==> src/rtl/inv_latch_xcvr.sv <==
module inv_latch_xcvr #(
  parameter int W = 8
) (
  input  logic         clk,
  input  logic         rst_n,
  input  logic [W-1:0] a_in,
  output logic [W-1:0] a_out,
  output logic         a_oe,
  input  logic [W-1:0] b_in,
  output logic [W-1:0] b_out,
  output logic         b_oe,
  input  logic         ab_en_n,
  input  logic         ab_le_n,
  input  logic         ab_oe_n,
  input  logic         ba_en_n,
  input  logic         ba_le_n,
  input  logic         ba_oe_n
);

  logic [W-1:0] ab_q, ba_q;
  logic         ab_open, ba_open;

  assign ab_open = ~ab_en_n & ~ab_le_n;
  assign ba_open = ~ba_en_n & ~ba_le_n;

  always_ff @(posedge clk) begin
    if (!rst_n) ab_q <= '0;
    else if (ab_open) ab_q <= a_in;
  end

  always_ff @(posedge clk) begin
    if (!rst_n) ba_q <= '0;
    else if (ba_open) ba_q <= b_in;
  end

  assign b_out = ~ab_q;
  assign a_out = ~ba_q;
  assign b_oe  = ~ab_en_n & ~ab_oe_n;
  assign a_oe  = ~ba_en_n & ~ba_oe_n;

  a_r2_ab_load: assert property (@(posedge clk) disable iff (!rst_n)
    (!ab_en_n && !ab_le_n) |=> (b_out == ~$past(a_in)));
  a_r3_ab_hold: assert property (@(posedge clk) disable iff (!rst_n)
    (ab_en_n || ab_le_n) |=> $stable(b_out));
  a_r5_ba_load: assert property (@(posedge clk) disable iff (!rst_n)
    (!ba_en_n && !ba_le_n) |=> (a_out == ~$past(b_in)));
  a_r6_ba_hold: assert property (@(posedge clk) disable iff (!rst_n)
    (ba_en_n || ba_le_n) |=> $stable(a_out));

endmodule

==> config.mk <==
export PLATFORM = sky130hd
export DESIGN_NAME = inv_latch_xcvr
export DESIGN_NICKNAME = d
export VERILOG_FILES = /design/src/rtl/inv_latch_xcvr.sv
export SDC_FILE = /design/constraint.sdc
export NUM_CORES = 1
export LEC_CHECK = 0
export BUFFER_PORTS_ARGS = -buffer_cell sky130_fd_sc_hd__buf_2
export CORE_MARGIN = 3
export CORE_UTILIZATION = 30
export DETAILED_ROUTE_END_ITERATION = 12
export SETUP_SLACK_MARGIN = 0.05
export SYNTH_ARGS = -nofsm -noshare
export SYNTH_HDL_FRONTEND = slang
export SYNTH_SLANG_ARGS = --single-unit
==> constraint.sdc <==
create_clock -name clk -period 1.7 [get_ports clk]
set_input_delay 0.34 -clock clk [delete_from_list [all_inputs] [get_ports clk]]
set_output_delay 0.34 -clock clk [all_outputs]
set_load 0.005 [all_outputs]
==> results of run 1 <==
per-stage QoR:
stage | area (um2) | cells | power (mW) | utilization [%]
finish | 983 | 156 | 0.709 | 42.0
global placement | 961 | 153 | 0.528 | 41.1
floorplan | 787 | 93 | 0.487 | -
detailed placement | 961 | 153 | 0.530 | 41.1
CTS | 983 | 156 | 0.726 | 42.0
global route | 983 | 156 | 0.752 | 42.0
how the worst max path moves through the flow:
stage               cells past startpoint                   end            startpoint
floorplan                               4  ab_q[0]$_SDFFE_PN0P_               ab_le_n
CTS                                     2              a_out[7]  ba_q[7]$_SDFFE_PN0P_
global route                            2              b_out[5]  ab_q[5]$_SDFFE_PN0P_
detailed placement                      3  ba_q[2]$_SDFFE_PN0P_               ba_en_n
finish                                  2              a_out[7]  ba_q[7]$_SDFFE_PN0P_
global placement                        3  ab_q[1]$_SDFFE_PN0P_               ab_en_n
report_power, final:
group          total [mW]  internal (mW)  switching, mW
registers           0.402          0.393        0.00885
clock network       0.190         0.0822          0.107
logic               0.117         0.0520         0.0653
routing by layer:
| metal | vias up | wire length, um |
|---|---|---|
| li1 | 379 | - |
| met1 | 311 | 674 |
| met2 | 34 | 702 |
| met3 | 0 | 211 |
| met4 | 0 | 0 |
| met5 | - | 0 |
synth_stat cells, drive strengths merged:
master	count	area, um2
or2	2	12.5
nand2	16	60.1
inv	16	60.1
dfxtp	16	320
nor2	2	7.51
clkbuf	3	11.3
o211ai	16	120
o21ai	16	140
buf	6	55.1
sequential cells by signal, summed over array words and instances, names as in the netlist:
name and count:
ab_q 8, ba_q 8
logic make-up after synthesis:
kind of cell / count (synthesis) / share of synthesized area, %
buffers and inverters: 25 / 16.1
DFF: 16 / 40.7
and+or+nand+nor: 20 / 10.2
AOI/OAI and AO/OA: 32 / 33.1
layout make-up:
class / count / area share, %
clock buffers: 3 / 2.29
inverters: 16 / 6.11
multi-input cells: 52 / 34.6
flip-flops and latches: 16 / 32.6
well taps: 28 / 3.56
repair buffers: 41 / 20.9
worst register-to-register path, cell delays in order, from the launching register on:
cell and delay [ns]:
dfxtp_1 0.33, o211ai_1 0.09, o21ai_2 0.07
==> insert_results.sql, run 1 <==
INSERT INTO impl_metrics (metric_group, metric, value, unit) VALUES
('cts', 'cts_bufs_inserted', '3', ''),
('placement', 'place.detailed.hpwl', '1.22', 'mm'),
('cts', 'clock_tree_from_tritoncts', 'yes', ''),
('detailed_routing', 'detail_route.wl_per_cell', '10.2', 'um'),
('placement', 'preCtsSetupSlack', '0.497', 'ns'),
('floorplanning', 'initial_utilization', '33.6', '%'),
('run_status', 'status', 'finished clean', ''),
('floorplanning', 'die_area', '3270', 'um2'),
('setup_path', 'r2r_end', 'ba_q[7]$_SDFFE_PN0P_', ''),
('detailed_routing', 'detail_route.drc_violations', '0', ''),
('detailed_routing', 'wl', '1.59', 'mm'),
('cts', 'clock_insertion_delay_worst_skew', '0.28', 'ns'),
('detailed_routing', 'route.antenna.remaining_nets', '0', ''),
('sta', 'slew_headroom', '65.3', '%'),
('final_layout', 'seqCellArea', '320', 'um2'),
('logic_synthesis', 'yosys_warning_total', '0', ''),
('final_layout', 'layout.cells.most_common', 'buf_2', ''),
('sta', 'grt_setup_unrepaired', 'false', ''),
('floorplanning', 'chipHeight', '57.2', 'um'),
('final_layout', 'layout.filler_cells', '264', ''),
('grt', 'grt_pass1_vias', '635', ''),
('sta', 'final.setup.tns', '0', 'ns'),
('detailed_routing', 'initialDrtViolationCount', '10', ''),
('cts', 'post_cts_resize_count', '0', ''),
('setup_path', 'crit_family', 'flip-flops', ''),
('setup_path', 'cpPeakStageDelay', '0.35', 'ns'),
('setup_path', 'timing.critical_path.to_type', 'output port', ''),
('floorplanning', 'floorplan.die.width', '57.2', 'um'),
('grt', 'use_met1', '11.4', '%'),
('logic_synthesis', 'postSynthAreaPerCell', '8.46', 'um2'),
('power_and_ir_drop', 'cellPowerDensity', '721', 'nW/um2'),
('floorplanning', 'core_area', '2340', 'um2'),
('setup_path', 'worst-setup-path-type', 'flip-flop to output port', ''),
('sta', 'finalSetupViolations', '0', ''),
('grt', 'grt.busiest_layer', 'met2', ''),
('power_and_ir_drop', 'ir_worst_vdd', '0.468', 'mV'),
('setup_path', 'timing.critical_path.fanout_max', '2', ''),
('job', 'maxCapViolations', '0', ''),
('sta', 'period_minus_slack', '1.12', 'ns'),
('sta', 'fin_clk_skew', '0', 'ns'),
('sta', 'report.final.hold_viol_count', '0', ''),
('hold_path', 'worst_hold_startpoint', 'b_in[6]', ''),
('placement', 'portBuffers', '41', ''),
('setup_path', 'cp.arrival', '0.78', 'ns'),
('cts', 'htreeDepth', '1', ''),
('logic_synthesis', 'post_synth_instance_area', '787', 'um2'),
('setup_path', 'timing.critical_path.buf_inv', '2', ''),
('cts', 'worst_setup_hold_path_clk_slew', '0.08', 'ns'),
('logic_synthesis', 'syn-instance-count', '93', ''),
('setup_path', 'regToRegStartpoint', 'ba_q[7]$_SDFFE_PN0P_', ''),
('setup_path', 'critical_path.cell_chain', 'inv_1 -> buf_2', ''),
('grt', 'grt_pass1_wl', '2.64', 'mm'),
('grt', 'largest_net_degree_at_the_start_of_global_routing', '33', ''),
('sta', 'finalHoldWorstSlack', '0.296', 'ns'),
('setup_path', 'worst-endpoint-required', '1.36', 'ns'),
('hold_path', 'min-delay-path-class', 'input pin to flip-flop', ''),
('placement', 'place.gp.congestion', '0.658', ''),
('floorplanning', 'io_pins', '42', ''),
('setup_path', 'cp_slowest_cell', 'dfxtp_1', ''),
('setup_path', 'critPathLaunchType', 'flip-flop', ''),
('cts', 'cts.sink_count', '16', ''),
('grt', 'gr-usage-all-layers', '9.87', '%'),
('hold_path', 'holdPathStages', '3', ''),
('detailed_routing', 'detail_route.vias_per_cell', '4.64', ''),
('grt', 'number_of_antenna_violations_at_the_first_check_in_global_routing', '0', ''),
('hold_path', 'timing.hold.worst_endpoint', 'ba_q[6]$_SDFFE_PN0P_', ''),
('final_layout', 'n_diodes', '0', ''),
('cts', 'count_of_hold_fix_buffers_inserted_at_cts', '0', ''),
('cts', 'post_cts_buffers', '0', ''),
('detailed_routing', 'routed-via-count', '724', ''),
('setup_path', 'reg2reg_depth', '2', '');
(Power assumes the default switching activity.)
==> run 2: changes to the inputs <==
ABC_AREA = 1   (was default)
clock period = 1.1 ns   (was 1.7 ns; I/O delays follow)
==> run 2 against run 1 <==
Compared with the run above:
- critical endpoint is now a_out[0]
- largest cell class is now sequential cells
- global-route usage up 0.25 points
- first-iteration DRC count is 60% higher
- combinational power up 75%
- hold slack worse by 0.074 ns
- clock skew unchanged
- synthesized cell count grew 29%
- routed wire length fell by 8.5%
- critical path type unchanged
==> insert_results.sql, run 2 <==
INSERT INTO impl_metrics (metric_group, metric, value, unit) VALUES
('placement', 'placed_cell_area', '953', 'um2'),
('logic_synthesis', 'mappedNetlistNets', '144', ''),
('final_layout', 'final_util', '42.6', '%'),
('final_layout', 'layout.cell_area.non_filler', '978', 'um2'),
('detailed_routing', 'initialDrtViolationCount', '16', ''),
('logic_synthesis', 'synth.yosys.seq_area_share', '42.8', '%'),
('final_layout', 'n_diodes', '0', ''),
('logic_synthesis', 'postSynthAreaPerCell', '6.24', 'um2'),
('grt', 'grt_pass1_vias', '672', ''),
('floorplanning', 'io_pins', '42', ''),
('logic_synthesis', 'postSynth.asyncResetShare', '0', '%'),
('floorplanning', 'die_area', '3130', 'um2'),
('final_layout', 'multi_input_area', '273', 'um2'),
('cts', 'worst_setup_hold_path_clk_slew', '0.08', 'ns'),
('sta', 'worst_pin_slew', '0.332', 'ns'),
('power_and_ir_drop', 'cellPowerDensity', '1160', 'nW/um2'),
('setup_path', 'timing.critical_path.to_type', 'output port', ''),
('sta', 'fmaxAchievable', '1.01', 'GHz'),
('floorplanning', 'placementRows', '17', ''),
('power_and_ir_drop', 'power_leakage', '0.546', 'nW'),
('grt', 'largest_net_degree_at_the_start_of_global_routing', '17', ''),
('logic_synthesis', 'post_synth_instance_area', '748', 'um2'),
('final_layout', 'nets', '186', ''),
('sta', 'fin_clk_skew', '0', 'ns'),
('setup_path', 'reg2reg_depth', '2', ''),
('detailed_routing', 'detail_route.wl_per_cell', '7.73', 'um'),
('floorplanning', 'core_area', '2300', 'um2'),
('detailed_routing', 'wl', '1.45', 'mm'),
('logic_synthesis', 'synth-edff-count', '0', ''),
('setup_path', 'critPathCapture', 'a_out[0]', ''),
('grt', 'grt_overflow_total', '0', ''),
('setup_path', 'r2r_end', 'ba_q[1]$_SDFFE_PN0P_', ''),
('placement', 'place.detailed.hpwl', '1.14', 'mm'),
('hold_path', 'min-delay-path-class', 'input pin to flip-flop', ''),
('logic_synthesis', 'synth_area_leaders', 'dfxtp_1 43%, nor2_1 17%, inv_1 16%', ''),
('final_layout', 'layout.cells.most_common', 'buf_2', ''),
('logic_synthesis', 'synth-main-ff-cell', 'dfxtp_1', ''),
('floorplanning', 'initial_utilization', '32.6', '%'),
('placement', 'portBuffers', '41', ''),
('setup_path', 'worst-endpoint-required', '0.88', 'ns'),
('detailed_routing', 'first_pass_detailed_route_iteration_total', '3', ''),
('cts', 'clock_insertion_delay_worst_skew', '0.27', 'ns'),
('sta', 'final_period_util', '90.5', '%'),
('job', 'maxCapViolations', '0', ''),
('sta', 'period_minus_slack', '0.995', 'ns'),
('power_and_ir_drop', 'ir_worst_vdd', '0.870', 'mV'),
('cts', 'clock_tree_from_tritoncts', 'yes', ''),
('logic_synthesis', 'synth_seq_cells', '16', ''),
('setup_path', 'timing.critical_path.fanout_max', '2', ''),
('setup_path', 'timing.critical_path.from', 'ba_q[0]$_SDFFE_PN0P_', ''),
('sta', 'grt_setup_unrepaired', 'false', ''),
('grt', 'number_of_antenna_violations_at_the_first_check_in_global_routing', '0', ''),
('final_layout', 'reg.largest.list', 'ab_q: 8 flops, ba_q: 8 flops', ''),
('detailed_routing', 'detail_route.drc_violations', '0', ''),
('logic_synthesis', 'synthDominantCellAreaShare', '42.8', '%'),
('final_layout', 'synthToLayoutAreaGrowth', '30.8', '%'),
('grt', 'grt_pass1_wl', '2.58', 'mm'),
('run_status', 'status', 'finished clean', ''),
('final_layout', 'seqCellArea', '323', 'um2'),
('cts', 'cts-root-to-sink-buffers', '2', ''),
('sta', 'timing.final.max_slew_violations', '0', ''),
('setup_path', 'r2r_setup_slack', '0.51', 'ns'),
('setup_path', 'cp.arrival', '0.78', 'ns'),
('logic_synthesis', 'yosysMostFrequentCell', 'nor2_1', ''),
('logic_synthesis', 'synth_commonest_cells', '33 x nor2_1, 32 x inv_1, 32 x nand2_1', ''),
('logic_synthesis', 'synth.largest_area_cell', 'dfxtp_1', ''),
('detailed_routing', 'routed-via-count', '729', ''),
('sta', 'slew_headroom', '77.8', '%'),
('setup_path', 'regToRegStartpoint', 'ba_q[1]$_SDFFE_PN0P_', ''),
('setup_path', 'worst-setup-path-type', 'flip-flop to output port', ''),
('logic_synthesis', 'netlist-cell-type-count', '9', ''),
('cts', 'cts_bufs_inserted', '3', ''),
('cts', 'htreeDepth', '1', ''),
('floorplanning', 'chipHeight', '55.9', 'um'),
('logic_synthesis', 'yosys_warning_total', '0', ''),
('final_layout', 'drive_gt1_share', '30.6', '%'),
('final_layout', 'most-common-layout-cells', '41 x buf_2, 33 x nor2_1, 32 x inv_1, 32 x nand2_1, 14 x dfxtp_1', ''),
('cts', 'cts.sink_count', '16', ''),
('sta', 'finalSetupViolations', '0', ''),
('placement', 'place.gp.congestion', '0.694', ''),
('final_layout', 'layout.filler_cells', '252', ''),
('floorplanning', 'floorplan.die.width', '55.9', 'um'),
('cts', 'clock-root-buffer', 'clkbuf_4', ''),
('sta', 'report.final.hold_viol_count', '0', ''),
('logic_synthesis', 'syn-instance-count', '120', ''),
('grt', 'gr-usage-all-layers', '10.1', '%'),
('detailed_routing', 'route.antenna.remaining_nets', '0', ''),
('setup_path', 'critPathLaunchType', 'flip-flop', ''),
('detailed_routing', 'detail_route.vias_per_cell', '3.88', ''),
('sta', 'final.setup.tns', '0', 'ns');
==> run 2: cell families (layout without fill, tap and decap cells) <==
group | count (synthesis) | in the layout | synth area share [%]
DFF | 16 | 16 | 42.8
and+or+nand+nor | 68 | 68 | 36.5
buffers and inverters | 36 | 76 | 20.7
==> run 2: repair_timing <==
action	4_1_cts	5_1_grt
gates resized for setup	0	2
hold buffers	0	0
setup buffers	0	0
endpoints found under the setup margin	0	2
==> run 2: area by class of cell <==
cell class / instances / area share [%]
clock buffers: 3 / 2.30
inverters: 32 / 12.3
multi-input cells: 68 / 27.9
flip-flops and latches: 16 / 33.0
well taps: 28 / 3.58
repair buffers: 41 / 21.0
==> run 2: worst max-delay path: stages, from the launching register on <==
cell     delay [ns]
dfxtp_1        0.34
inv_1          0.04
buf_2          0.12
==> run 2: per-stage QoR <==
stage	power (mW)	std cells	hold slack (ns)	setup slack [ns]
after CTS	1.16	188	0.214	0.0768
after floorplan	0.771	120	0.413	0.348
final	1.13	188	0.222	0.105
after detailed placement	0.860	185	0.479	0.124
after global routing	1.22	188	0.224	0.0506
after global placement	0.854	185	0.468	0.159
==> run 2: worst min path at each step <==
stage                                    start              endpoint  slack [ns]  cells past startpoint
after floorplan                        a_in[0]  ab_q[0]$_SDFFE_PN0P_        0.41                      4
after global placement    ba_q[7]$_SDFFE_PN0P_  ba_q[7]$_SDFFE_PN0P_        0.47                      2
after detailed placement  ab_q[4]$_SDFFE_PN0P_  ab_q[4]$_SDFFE_PN0P_        0.48                      2
after CTS                              b_in[7]  ba_q[7]$_SDFFE_PN0P_        0.21                      5
after global routing                   b_in[2]  ba_q[2]$_SDFFE_PN0P_        0.22                      5
final                                  b_in[7]  ba_q[7]$_SDFFE_PN0P_        0.22                      5
==> run 2: where the power goes <==
group	leakage (nW)	internal, mW	total [mW]	switching, mW
sequential	0.133	0.619	0.637	0.0187
combinational	0.400	0.0998	0.205	0.106
clock	0.0138	0.127	0.291	0.164
==> run 2: layer usage <==
layer	GRT usage, %	share of wire, %	up-vias
li1	-	-	404
met1	11.9	44	285
met2	16.2	41	38
met3	6.26	14	2
met4	1.02	0.55	0
met5	0	0	-
==> run 3: changes to the inputs <==
BUFFER_PORTS_ARGS = -buffer_cell sky130_fd_sc_hd__clkbuf_2   (was -buffer_cell sky130_fd_sc_hd__buf_2)
CORE_ASPECT_RATIO = 1.75   (was default)
==> run 3 against run 2 <==
Compared with the run above:
- cell area increased by 2.7%
- sequential share of layout area decreased by 1.1 points
- register-to-register slack about the same
==> insert_results.sql, run 3 (same netlist as run 2, synthesis figures left out) <==
INSERT INTO impl_metrics (metric_group, metric, value, unit) VALUES
('setup_path', 'critPathLaunchType', 'flip-flop', ''),
('detailed_routing', 'detail_route.vias_per_cell', '4.04', ''),
('cts', 'cts_bufs_inserted', '3', ''),
('detailed_routing', 'detail_route.wl_per_cell', '7.91', 'um'),
('cts', 'worst_setup_hold_path_clk_slew', '0.07', 'ns'),
('job', 'maxCapViolations', '0', ''),
('detailed_routing', 'initialDrtViolationCount', '6', ''),
('sta', 'finalSetupViolations', '0', ''),
('grt', 'largest_net_degree_at_the_start_of_global_routing', '17', ''),
('sta', 'fin_clk_skew', '0', 'ns'),
('floorplanning', 'io_pins', '42', ''),
('final_layout', 'final_util', '43.1', '%'),
('cts', 'post_cts_buffers', '0', ''),
('placement', 'place.detailed.hpwl', '1.19', 'mm'),
('detailed_routing', 'detail_route.drc_violations', '0', ''),
('final_layout', 'drive_gt1_share', '29.8', '%'),
('sta', 'grt_setup_unrepaired', 'false', ''),
('cts', 'count_of_hold_fix_buffers_inserted_at_cts', '0', ''),
('sta', 'period_minus_slack', '0.953', 'ns'),
('sta', 'finalHoldWorstSlack', '0.250', 'ns'),
('sta', 'fmaxAchievable', '1.05', 'GHz'),
('sta', 'final.setup.tns', '0', 'ns'),
('setup_path', 'critical_path.cell_chain', 'inv_1 -> clkbuf_2', ''),
('grt', 'gr-usage-all-layers', '9.99', '%'),
('sta', 'worst_pin_slew', '0.330', 'ns'),
('grt', 'grt_overflow_total', '0', ''),
('power_and_ir_drop', 'total_power', '1.36', 'mW'),
('setup_path', 'timing.critical_path.to_type', 'output port', ''),
('sta', 'final_period_util', '86.7', '%'),
('final_layout', 'reg.largest.list', 'ab_q: 8 flops, ba_q: 8 flops', ''),
('setup_path', 'timing.critical_path.fanout_max', '2', ''),
('grt', 'grt_pass1_wl', '2.48', 'mm'),
('floorplanning', 'die_area', '3150', 'um2'),
('sta', 'report.final.hold_viol_count', '0', ''),
('final_layout', 'synthToLayoutAreaGrowth', '34.3', '%'),
('sta', 'slew_headroom', '78.0', '%'),
('placement', 'place.gp.congestion', '0.718', ''),
('hold_path', 'min-delay-path-class', 'input pin to flip-flop', ''),
('setup_path', 'cpPeakStageDelay', '0.34', 'ns'),
('detailed_routing', 'routed-via-count', '752', ''),
('floorplanning', 'core_area', '2330', 'um2'),
('detailed_routing', 'route.antenna.remaining_nets', '0', ''),
('detailed_routing', 'first_pass_detailed_route_iteration_total', '3', ''),
('setup_path', 'worst-endpoint-required', '0.88', 'ns'),
('power_and_ir_drop', 'ir_worst_vdd', '0.570', 'mV'),
('cts', 'clock_insertion_delay_worst_skew', '0.24', 'ns'),
('cts', 'htreeDepth', '1', ''),
('setup_path', 'cp_slowest_cell', 'dfxtp_1', ''),
('cts', 'post_cts_resize_count', '0', ''),
('final_layout', 'nets', '186', ''),
('power_and_ir_drop', 'cellPowerDensity', '1360', 'nW/um2'),
('cts', 'cts-root-to-sink-buffers', '2', ''),
('placement', 'portBuffers', '41', ''),
('grt', 'grt_pass1_vias', '666', ''),
('floorplanning', 'placementRows', '23', ''),
('power_and_ir_drop', 'power_leakage', '0.581', 'nW'),
('floorplanning', 'chipHeight', '72.1', 'um'),
('setup_path', 'worst-setup-path-type', 'flip-flop to output port', ''),
('grt', 'number_of_antenna_violations_at_the_first_check_in_global_routing', '0', ''),
('detailed_routing', 'wl', '1.47', 'mm'),
('hold_path', 'holdPathStages', '5', ''),
('floorplanning', 'floorplan.die.width', '43.8', 'um'),
('final_layout', 'layout.filler_cells', '257', ''),
('run_status', 'status', 'finished clean', ''),
('setup_path', 'cp.arrival', '0.73', 'ns'),
('final_layout', 'n_diodes', '0', ''),
('cts', 'clock-root-buffer', 'clkbuf_8', ''),
('final_layout', 'most-common-layout-cells', '41 x clkbuf_2, 33 x nor2_1, 32 x inv_1, 32 x nand2_1, 16 x dfxtp_1', ''),
('sta', 'timing.final.max_slew_violations', '0', ''),
('cts', 'clock_tree_from_tritoncts', 'yes', ''),
('final_layout', 'layout.cells.most_common', 'clkbuf_2', ''),
('cts', 'cts.sink_count', '16', ''),
('floorplanning', 'initial_utilization', '32.1', '%'),
('setup_path', 'reg2reg_depth', '2', '');
[run 3: through the flow]
step / setup slack, ns / cells / area, um2
floorplan: 0.348 / 120 / 748
global placement: 0.162 / 182 / 950
detailed placement: 0.130 / 182 / 950
CTS: 0.136 / 186 / 1000
global route: 0.0820 / 186 / 1000
finish: 0.147 / 186 / 1000
[run 3: worst max-delay path: cells and delay by family, from the launching register on]
kind     cells  cell delay [ns]
flops        1             0.34
buf+inv      2             0.14
[run 3: path summary, 6_finish.rpt]
check	start	to	slack [ns]
max reg2reg	ba_q[7]$_SDFFE_PN0P_	ba_q[7]$_SDFFE_PN0P_	0.52
min	b_in[0]	ba_q[0]$_SDFFE_PN0P_	0.25
max	ba_q[7]$_SDFFE_PN0P_	a_out[7]	0.15
min reg2reg	ab_q[4]$_SDFFE_PN0P_	ab_q[4]$_SDFFE_PN0P_	0.48
[run 3: final cells by class]
class / count / area (um2) / area share, %
Tap cell: 25 / 31.3 / 3.11
Timing Repair Buffer: 41 / 205 / 20.4
Multi-Input combinational cell: 68 / 273 / 27.1
Clock buffer: 4 / 55.1 / 5.48
Inverter: 32 / 120 / 12.0
Sequential cell: 16 / 320 / 31.9
[run 3: power breakdown]
| part | leakage (nW) | switching [mW] | internal (mW) | total, mW |
|---|---|---|---|---|
| registers | 0.132 | 0.0184 | 0.618 | 0.637 |
| logic | 0.420 | 0.108 | 0.0997 | 0.208 |
| clock network | 0.0288 | 0.202 | 0.317 | 0.519 |
| total | 0.581 | 0.328 | 1.04 | 1.36 |
[run 3: routing by layer]
layer | up-vias | track usage (%) | part of all wire [%]
met5 | - | 0 | 0
met4 | 0 | 5.03 | 0.82
met3 | 2 | 2.23 | 10
met2 | 31 | 18.7 | 50
met1 | 314 | 9.68 | 39
li1 | 405 | - | -
